File: src/rtl/iovd_pkg.sv
package iovd_pkg;

  typedef enum logic [1:0] {
    LK_SHUT = 2'd0,
    LK_HALF = 2'd1,
    LK_OPEN = 2'd2
  } lk_state_e;

  localparam logic [31:0] KEY_FIRST  = 32'h0000_BABA;
  localparam logic [31:0] KEY_SECOND = 32'h0000_EB10;
  localparam int          V18_BIT    = 2;
  localparam int          PROT_SPAN  = 'h34;

  // Byte offset of domain i inside the protected window.
  function automatic int dom_ofs(int i);
    case (i)
      0:       return 'h0C;
      1:       return 'h10;
      2:       return 'h1C;
      3:       return 'h20;
      default: return 'h24 + 4 * (i - 4);
    endcase
  endfunction

  // Read-back word of a domain register: only the enable bit is live.
  function automatic logic [31:0] dom_word(logic en);
    logic [31:0] w;
    w = '0;
    w[V18_BIT] = en;
    return w;
  endfunction

endpackage

File: src/rtl/iovd_key_fsm.sv
module iovd_key_fsm
  import iovd_pkg::*;
(
  input  logic      clk,
  input  logic      rst_n,
  input  logic      key_a_wr,
  input  logic      key_a_ok,
  input  logic      key_b_wr,
  input  logic      key_b_ok,
  input  logic      prot_acc,
  output lk_state_e state,
  output logic      grant
);

  lk_state_e nxt;

  assign grant = prot_acc && (state == LK_OPEN);

  always_comb begin
    nxt = state;
    if (prot_acc)      nxt = LK_SHUT;
    else if (key_a_wr) nxt = key_a_ok ? LK_HALF : LK_SHUT;
    else if (key_b_wr) nxt = (key_b_ok && state == LK_HALF) ? LK_OPEN : LK_SHUT;
  end

  always_ff @(posedge clk or negedge rst_n) begin
    if (!rst_n) state <= LK_SHUT;
    else        state <= nxt;
  end

endmodule

File: src/rtl/iovd_dom_bank.sv
module iovd_dom_bank
  import iovd_pkg::*;
#(
  parameter int N_DOM = 4,
  parameter int OFS_W = 8
) (
  input  logic             clk,
  input  logic             rst_n,
  input  logic             wr_en,
  input  logic [OFS_W-1:0] ofs,
  input  logic             wr_bit,
  output logic [N_DOM-1:0] v18,
  output logic             rd_bit,
  output logic             hit
);

  logic [N_DOM-1:0] sel;

  for (genvar g = 0; g < N_DOM; g++) begin : g_dom
    assign sel[g] = (int'(ofs) == dom_ofs(g));
    always_ff @(posedge clk or negedge rst_n) begin
      if (!rst_n)                 v18[g] <= 1'b0;
      else if (wr_en && sel[g])   v18[g] <= wr_bit;
    end
  end

  assign hit    = |sel;
  assign rd_bit = |(sel & v18);

endmodule

File: src/rtl/iovd_guard.sv
module iovd_guard
  import iovd_pkg::*;
#(
  parameter int ADDR_W = 9,
  parameter int N_DOM  = 4
) (
  input  logic              clk,
  input  logic              rst_n,
  input  logic              bus_sel,
  input  logic              bus_wr,
  input  logic [ADDR_W-1:0] bus_addr,
  input  logic [31:0]       bus_wdata,
  output logic [31:0]       bus_rdata,
  output logic [N_DOM-1:0]  dom_v18
);

  localparam int OFS_W = ADDR_W - 1;

  logic [OFS_W-1:0] ofs;
  logic in_prot, in_key;
  logic key_a_wr, key_b_wr, key_b_hit, key_rd, stat_rd, stat_wr;
  logic prot_acc, prot_grant, prot_deny, prot_rd;
  logic dom_hit, dom_rd_bit, viol;
  lk_state_e lk_state;
  logic [31:0] rd_nxt;

  assign ofs     = bus_addr[OFS_W-1:0];
  assign in_prot = bus_sel && bus_addr[ADDR_W-1] && (int'(ofs) < PROT_SPAN);
  assign in_key  = bus_sel && !bus_addr[ADDR_W-1];

  assign key_a_wr  = in_key && bus_wr && (int'(ofs) == 'h00);
  assign key_b_wr  = in_key && bus_wr && (int'(ofs) == 'h04);
  assign key_b_hit = key_b_wr && (bus_wdata == KEY_SECOND);
  assign key_rd    = in_key && !bus_wr && (int'(ofs) == 'h00 || int'(ofs) == 'h04);
  assign stat_rd   = in_key && !bus_wr && (int'(ofs) == 'h08);
  assign stat_wr   = in_key && bus_wr && (int'(ofs) == 'h08);

  assign prot_acc  = in_prot;
  assign prot_deny = prot_acc && !prot_grant;
  assign prot_rd   = prot_acc && !bus_wr;

  iovd_key_fsm u_fsm (
    .clk      (clk),
    .rst_n    (rst_n),
    .key_a_wr (key_a_wr),
    .key_a_ok (bus_wdata == KEY_FIRST),
    .key_b_wr (key_b_wr),
    .key_b_ok (bus_wdata == KEY_SECOND),
    .prot_acc (prot_acc),
    .state    (lk_state),
    .grant    (prot_grant)
  );

  iovd_dom_bank #(.N_DOM(N_DOM), .OFS_W(OFS_W)) u_bank (
    .clk    (clk),
    .rst_n  (rst_n),
    .wr_en  (prot_grant && bus_wr),
    .ofs    (ofs),
    .wr_bit (bus_wdata[V18_BIT]),
    .v18    (dom_v18),
    .rd_bit (dom_rd_bit),
    .hit    (dom_hit)
  );

  always_ff @(posedge clk or negedge rst_n) begin
    if (!rst_n)                        viol <= 1'b0;
    else if (prot_deny)                viol <= 1'b1;
    else if (stat_wr && bus_wdata[0])  viol <= 1'b0;
  end

  always_comb begin
    rd_nxt = '0;
    if (stat_rd)                             rd_nxt = {31'b0, viol};
    else if (prot_rd && prot_grant && dom_hit) rd_nxt = dom_word(dom_rd_bit);
  end

  always_ff @(posedge clk or negedge rst_n) begin
    if (!rst_n) bus_rdata <= '0;
    else        bus_rdata <= rd_nxt;
  end

endmodule

File: config.mk
export PLATFORM = sky130hd
export DESIGN_NAME = iovd_guard
export DESIGN_NICKNAME = d
export VERILOG_FILES = /design/src/rtl/iovd_pkg.sv /design/src/rtl/iovd_key_fsm.sv /design/src/rtl/iovd_dom_bank.sv /design/src/rtl/iovd_guard.sv
export SDC_FILE = /design/constraint.sdc
export NUM_CORES = 1
export LEC_CHECK = 0
export CORE_MARGIN = 2
export CORE_UTILIZATION = 32
export DETAILED_ROUTE_END_ITERATION = 16
export PLACE_DENSITY = 0.83
export SLEW_MARGIN = 20
export SYNTH_ARGS = -nofsm -noshare
export SYNTH_HDL_FRONTEND = slang
export SYNTH_SLANG_ARGS = --single-unit
File: constraint.sdc
create_clock -name clk -period 1.9 [get_ports clk]
set_input_delay 0.475 -clock clk [delete_from_list [all_inputs] [get_ports clk]]
set_output_delay 0.475 -clock clk [all_outputs]
set_load 0.005 [all_outputs]
==> impl_metrics.json, run 1 <==
{
  "rr_endpoint": "u_bank.v18[1]",
  "synth-seq-cells": 9,
  "coreArea_sq_mm": 0.00276,
  "setup_tns_ns": 0,
  "rows": 19,
  "crit_arrival_ns": 1.97,
  "synth_top_cells_by_area": "buf_4, dfrtp_1, mux2_1",
  "seq_area_frac_synth_pct": 24.2,
  "wl_per_cell_microns": 13.8,
  "grtUsageTotal_pct": 17.1,
  "path_cells": "dlygate4sd2_1 -> o211a_4 -> or3_4 -> nor4b_4 -> mux2_4",
  "crit_family": "simple AND/OR/NAND/NOR gates",
  "power_density_mw_per_mm2": 342,
  "antenna_left": 0,
  "p_leak_nw": 0.717,
  "h-tree-depth": 1,
  "clkSlewWorstSetupHoldPaths_ns": 0.06,
  "synth_common_cells": "buf_4, dfrtp_1, nand3_1, nand4_1, nor4_1",
  "synth_area_sq_um": 932,
  "cts_tree": "built",
  "critPathMaxFanout": 3,
  "synth-edff-count": 0,
  "synth_ff_type": "dfrtp_1",
  "grt-ovfl-total": 0,
  "yosysTopAreaCell": "buf_4",
  "finalClockSkew_ns": 0.00372,
  "yosysMostFrequentCell": "buf_4",
  "vias": 1040,
  "drt_iter0_drc": 33,
  "drc_errors": 0,
  "min_to": "viol",
  "cts_setup_buffers": 0,
  "finalHoldViolations": 0,
  "synthesis.instances": 107,
  "dp_hpwl_microns": 2370,
  "grt_start_max_net_pins": 10,
  "drv_slew": 0,
  "nFillCells": 248,
  "ios": 81,
  "grt_pass1_wl_microns": 4490,
  "crit_type": "primary input to flip-flop",
  "vias_per_cell": 5.00,
  "synth.distinct_cells": 37,
  "endpoint_kind": "flip-flop",
  "hold_depth": 1,
  "max_freq_ghz": 0.548,
  "rrSetupSlack_ns": 0.28,
  "pre_cts_ws_ns": -0.441,
  "synthToLayoutAreaGrowth_pct": 66.4,
  "gp_congestion": 0.944,
  "drt_pass1_iterations": 4,
  "layout_worst_path_cycle_share_pct": 96.0,
  "ctsLongestPathBuffers": 2,
  "period_needed_ns": 1.82,
  "reg2reg_depth": 4,
  "fp.dieW_microns": 58.0,
  "cp-start-kind": "primary input",
  "cts_root_buf": "clkbuf_4",
  "reg2reg_from": "u_fsm.state[0]",
  "critPathBufInv": 1,
  "clock_latency_ns": 0.26,
  "die_y_microns": 58.0,
  "start_util_pct": 33.8,
  "yosysWarnings": 0,
  "async_flop_share_pct": 100,
  "grt_pass1_vias": 1036,
  "cts_made_buffers": 3,
  "fin_nets": 223,
  "cts.sinks": 9,
  "avgSynthCellArea_sq_um": 8.71,
  "slowest_stage": "or3_4",
  "antenna_found_initial": 0,
  "fin_hold_ws_ns": 0.504,
  "maxCapViolations": 0,
  "fp.dieArea_sq_mm": 0.00336,
  "setup_slack_ns": 0.0756,
  "rsz0062_at_grt": "false",
  "crit_start": "bus_addr[3]",
  "drive_gt1_share_pct": 19.2,
  "synth.top_cell.area_share_pct": 24.2,
  "critical_path.max_stage_delay_ns": 0.41,
  "status": "finished, final reports clean",
  "finalSetupViolations": 0,
  "ir_drop_v": 0.000235,
  "holdCritStartpoint": "viol",
  "num_antenna_cells": 0,
  "utilization_pct": 56.3,
  "port_buffers": 50,
  "wirelength_microns": 2860,
  "critical_path_required_ns": 2.04,
  "hold_path_class": "flip-flop to flip-flop"
}
## power breakdown
group / switching [mW] / leakage (nW) / internal, mW
clock: 0.0711 / 0.0150 / 0.0811
combinational: 0.0717 / 0.581 / 0.111
sequential: 0.00102 / 0.121 / 0.194
## sequential cells by signal, indices dropped and copies added (netlist names)
signal,cells
bus_rdata,2
u_fsm.state,2
viol,1
u_bank.v18,4
## layout make-up
class / count / area (sq um) / area share [%]
Multi-Input combinational cell: 93 / 612 / 39.4
Inverter: 2 / 7.51 / 0.484
Tap cell: 31 / 38.8 / 2.50
Sequential cell: 9 / 225 / 14.5
Timing Repair Buffer: 69 / 642 / 41.4
Clock buffer: 4 / 26.3 / 1.69
## metrics by stage
step           power, mW  std cells  instance area, sq um
2_1_floorplan      0.289        136                  1040
3_3_place_gp       0.374        204                  1480
3_5_place_dp       0.378        204                  1480
4_1_cts            0.529        208                  1530
5_1_grt            0.557        208                  1550
6_report           0.530        208                  1550
## timing repair
item,4_1_cts,5_1_grt
resized for setup,15,5
pin swaps,4,4
hold buffers,0,0
setup endpoints to repair,6,7
## kinds of logic (layout without fill, tap and decap cells)
family / Yosys count / count (layout) / synth area share [%]
compound gates: 9 / 9 / 8.73
buf+inv: 34 / 75 / 26.7
flops: 9 / 9 / 24.2
mux: 4 / 4 / 4.83
other cells: 1 / 30 / 0.402
simple gates: 50 / 50 / 35.2
## worst max-delay path by stage
stage / end / slack [ns] / cells after the start
6_report: u_bank.v18[0] / 0.08 / 5
5_1_grt: u_fsm.state[1] / 0.02 / 5
4_1_cts: u_fsm.state[0] / 0.009 / 7
3_5_place_dp: u_bank.v18[0] / -0.44 / 5
3_3_place_gp: u_bank.v18[0] / -0.40 / 5
2_1_floorplan: u_bank.v18[0] / 0.007 / 5
## layer usage
| layer | global-route usage (%) | wire, microns | vias to the layer above | part of all wire (%) |
|---|---|---|---|---|
| met3 | 2.01 | 190 | 6 | 6.6 |
| met5 | 0 | 0 | - | 0 |
| met4 | 6.64 | 61 | 0 | 2.1 |
| li1 | - | - | 480 | - |
| met2 | 33.0 | 1580 | 50 | 55 |
| met1 | 18.7 | 1040 | 504 | 36 |
## layout by cell type, fill, tap and decap left out, types with 4 or more instances in the layout
cell,synthesis,final
dfrtp_1,9,9
nand3_1,6,6
nand4_1,6,6
nor3_1,5,4
buf_4,30,18
conb_1,1,30
clkdlybuf4s50_1,0,40
dlygate4sd2_1,0,8
nor4_2,1,4
Note: power is estimated with default switching activity, not from simulation.
==> run 2, diff against run 1 <==
==> constraint.sdc (replaced) <==
create_clock -name clk -period 1.9 [get_ports clk]
set_input_delay 0.475 -clock clk [delete_from_list [all_inputs] [get_ports clk]]
set_output_delay 0.475 -clock clk [all_outputs]
set_load 0.01 [all_outputs]
==> results of run 2 <==
The final DEF is identical to that of run 1. Status: finished, final reports clean.
Main changes from that run: total power 0.530 mW -> 0.543 mW; worst IR drop on VDD 0.000235 V -> 0.000239 V
==> run 3, diff against run 2 <==
- MAX_ROUTING_LAYER: default -> met4
- SYNTH_HIERARCHICAL: default -> 1
==> impl_metrics.json, run 3 <==
{
  "largest_register": "u_bank/v18",
  "largestRegisters": "u_bank/v18 (4), bus_rdata (2), u_fsm/state (2)",
  "clock_latency_ns": 0.26,
  "critical_path_required_ns": 2.03,
  "fp.dieArea_sq_mm": 0.00342,
  "async_flop_share_pct": 100,
  "rrSetupSlack_ns": 0.27,
  "wl_per_cell_microns": 13.9,
  "grtUsageTotal_pct": 19.5,
  "cts_tree": "built",
  "synth-xor-area-share_pct": 0,
  "nFillCells": 223,
  "synthToLayoutAreaGrowth_pct": 74.7,
  "wirelength_microns": 3020,
  "maxCapViolations": 0,
  "synthAdderAreaFrac_pct": 0,
  "dp_hpwl_microns": 2320,
  "yosys.area_share.simple_pct": 38.8,
  "num_antenna_cells": 0,
  "synth_area_sq_um": 951,
  "pre_cts_ws_ns": -0.585,
  "layoutNonFillerInstCount": 218,
  "failed_checks": "setup timing",
  "fp.dieW_microns": 58.5,
  "fin_nets": 233,
  "port_buffers": 50,
  "setup_slack_ns": -0.0832,
  "rsz0062_at_grt": "true",
  "fin_hold_ws_ns": 0.522,
  "grt-ovfl-total": 0,
  "drt_iter0_drc": 12,
  "path_depth": 9,
  "coreArea_sq_mm": 0.00278,
  "seq_area_frac_synth_pct": 23.7,
  "max_freq_ghz": 0.504,
  "grt_pass1_wl_microns": 4860,
  "reg2reg_from": "u_fsm/state[0]",
  "vias": 1060,
  "ir_drop_v": 0.000335,
  "endpoint_kind": "flip-flop",
  "yosysWarnings": 6,
  "synth-seq-cells": 9,
  "avgSynthCellArea_sq_um": 8.80,
  "power_density_mw_per_mm2": 328,
  "rr_endpoint": "u_bank/v18[2]",
  "p_leak_nw": 0.734,
  "synth_common_cells": "buf_4, dfrtp_1, nor3_1",
  "final_cell_mix": "clkdlybuf4s50_1, conb_1, buf_4",
  "gp_congestion": 0.845,
  "vias_per_cell": 4.86,
  "synth-edff-count": 0,
  "start_util_pct": 34.2,
  "critPathMaxFanout": 2,
  "crit_arrival_ns": 2.12,
  "placed_area_sq_mm": 0.00151,
  "grt_pass1_vias": 1062,
  "finalHoldViolations": 0,
  "antenna_found_initial": 0,
  "ctsLongestPathBuffers": 2,
  "layout_worst_path_cycle_share_pct": 104,
  "critPathBufInv": 2,
  "finalSetupViolations": 3,
  "clkSlewWorstSetupHoldPaths_ns": 0.06,
  "path_cells": "buf_6 -> o211ai_1 -> nand4_1 -> inv_2 -> and3b_2 -> and2_4 -> nand3b_1 -> nor3_1 -> mux2_1",
  "slowest_stage": "mux2_1",
  "yosysMostFrequentCell": "buf_4",
  "drive_gt1_share_pct": 28.3,
  "rows": 19,
  "fin_area_sq_mm": 0.00166,
  "yosysTopAreaCell": "buf_4",
  "drc_errors": 0,
  "crit_type": "primary input to flip-flop",
  "die_y_microns": 58.5,
  "ios": 81,
  "largest_reg_flops": 4,
  "critical_path.max_stage_delay_ns": 0.36,
  "mostFrequentLayoutCell": "clkdlybuf4s50_1",
  "cts_made_buffers": 3,
  "power_mw": 0.544,
  "cts_root_buf": "clkbuf_4",
  "antenna_left": 0,
  "place_inst": 206,
  "crit_family": "simple AND/OR/NAND/NOR gates",
  "cp-start-kind": "primary input",
  "drv_slew": 0,
  "hold_path_class": "primary input to asynchronous set/reset pin",
  "cts_hold_buffers": 0,
  "synth.distinct_cells": 31,
  "synthesis.instances": 108,
  "period_needed_ns": 1.98,
  "cts.sinks": 9,
  "synth.top_cell.area_share_pct": 23.7,
  "synth_ff_type": "dfrtp_1",
  "synth_top_cells_by_area": "buf_4, dfrtp_1, mux2_1",
  "reg2reg_depth": 5,
  "drt_pass1_iterations": 4,
  "status": "complete, but fails checks",
  "finalClockSkew_ns": 0.00600,
  "synth_compound_area_share_pct": 7.50,
  "synth_top_family_by_area": "simple AND/OR/NAND/NOR gates",
  "h-tree-depth": 1,
  "grt_start_max_net_pins": 12,
  "synth_mux_area_share_pct": 4.74
}
-- run 3: changes by cell type after synthesis, moves of 2 or more --
cell	before	now
and3_1	2	0
nand3b_1	0	2
nand4_1	6	3
or3b_1	0	4
nor2b_1	2	0
nor3_1	5	7
nor4bb_1	1	3
a21oi_1	1	4
nand2b_1	1	3
or4_4	0	2
nor4b_1	2	0
nor3b_1	2	0
nand3_1	6	2
-- run 3: logic make-up (layout without fill, tap and decap cells) --
family,Yosys count,count (layout)
mux,4,4
buf+inv,33,83
other cells,1,30
compound gates,10,10
flops,9,9
simple gates,51,51
-- run 3: layout make-up --
type / count / area, sq um / share of cell area (%)
Inverter: 3 / 11.3 / 0.678
Timing Repair Buffer: 76 / 684 / 41.2
Tap cell: 31 / 38.8 / 2.33
Multi-Input combinational cell: 95 / 676 / 40.7
Clock buffer: 4 / 26.3 / 1.58
Sequential cell: 9 / 225 / 13.6
-- run 3: timing repair --
item                                    in CTS  in global routing
setup buffers                                8                  0
endpoints found under the setup margin       7                  6
gates resized for setup                     37                 11
pin swaps                                    9                  7
gates cloned                                 0                  0
-- run 3: worst max-delay path by stage --
stage,from,to,slack (ns)
2_1_floorplan,bus_addr[2],u_bank/v18[2],0.004
3_3_place_gp,bus_addr[2],u_bank/v18[1],-0.49
3_5_place_dp,bus_addr[2],u_bank/v18[1],-0.58
4_1_cts,bus_addr[3],u_bank/v18[1],-0.02
5_1_grt,bus_addr[3],u_bank/v18[2],-0.14
6_report,bus_addr[3],u_bank/v18[2],-0.08
-- run 3: worst reg2reg max path: stages (launching register included) --
cell,delay (ns)
dfrtp_1,0.38
and3b_2,0.25
and2_4,0.15
nand3b_1,0.14
nor3_1,0.22
mux2_1,0.36
-- run 3: metal layers --
metal / vias to the layer above / track usage, % / share of wire [%]
li1: 504 / - / -
met1: 506 / 20.2 / 38
met2: 44 / 35.3 / 55
met3: 6 / 4.18 / 5.1
met4: 0 / 8.31 / 2.4
met5: - / - / 0
-- run 3: metrics by stage --
stage,setup TNS (ns),utilization [%]
2_1_floorplan,0,-
3_3_place_gp,-3.34,54.3
3_5_place_dp,-3.60,54.3
4_1_cts,-0.0193,58.5
5_1_grt,-0.281,59.7
6_report,-0.136,59.7
-- run 3: power breakdown --
part / leakage (nW) / switching (mW) / internal, mW / total [mW]
sequential: 0.121 / 0.00158 / 0.194 / 0.195
combinational: 0.598 / 0.0882 / 0.113 / 0.201
clock: 0.0150 / 0.0668 / 0.0809 / 0.148
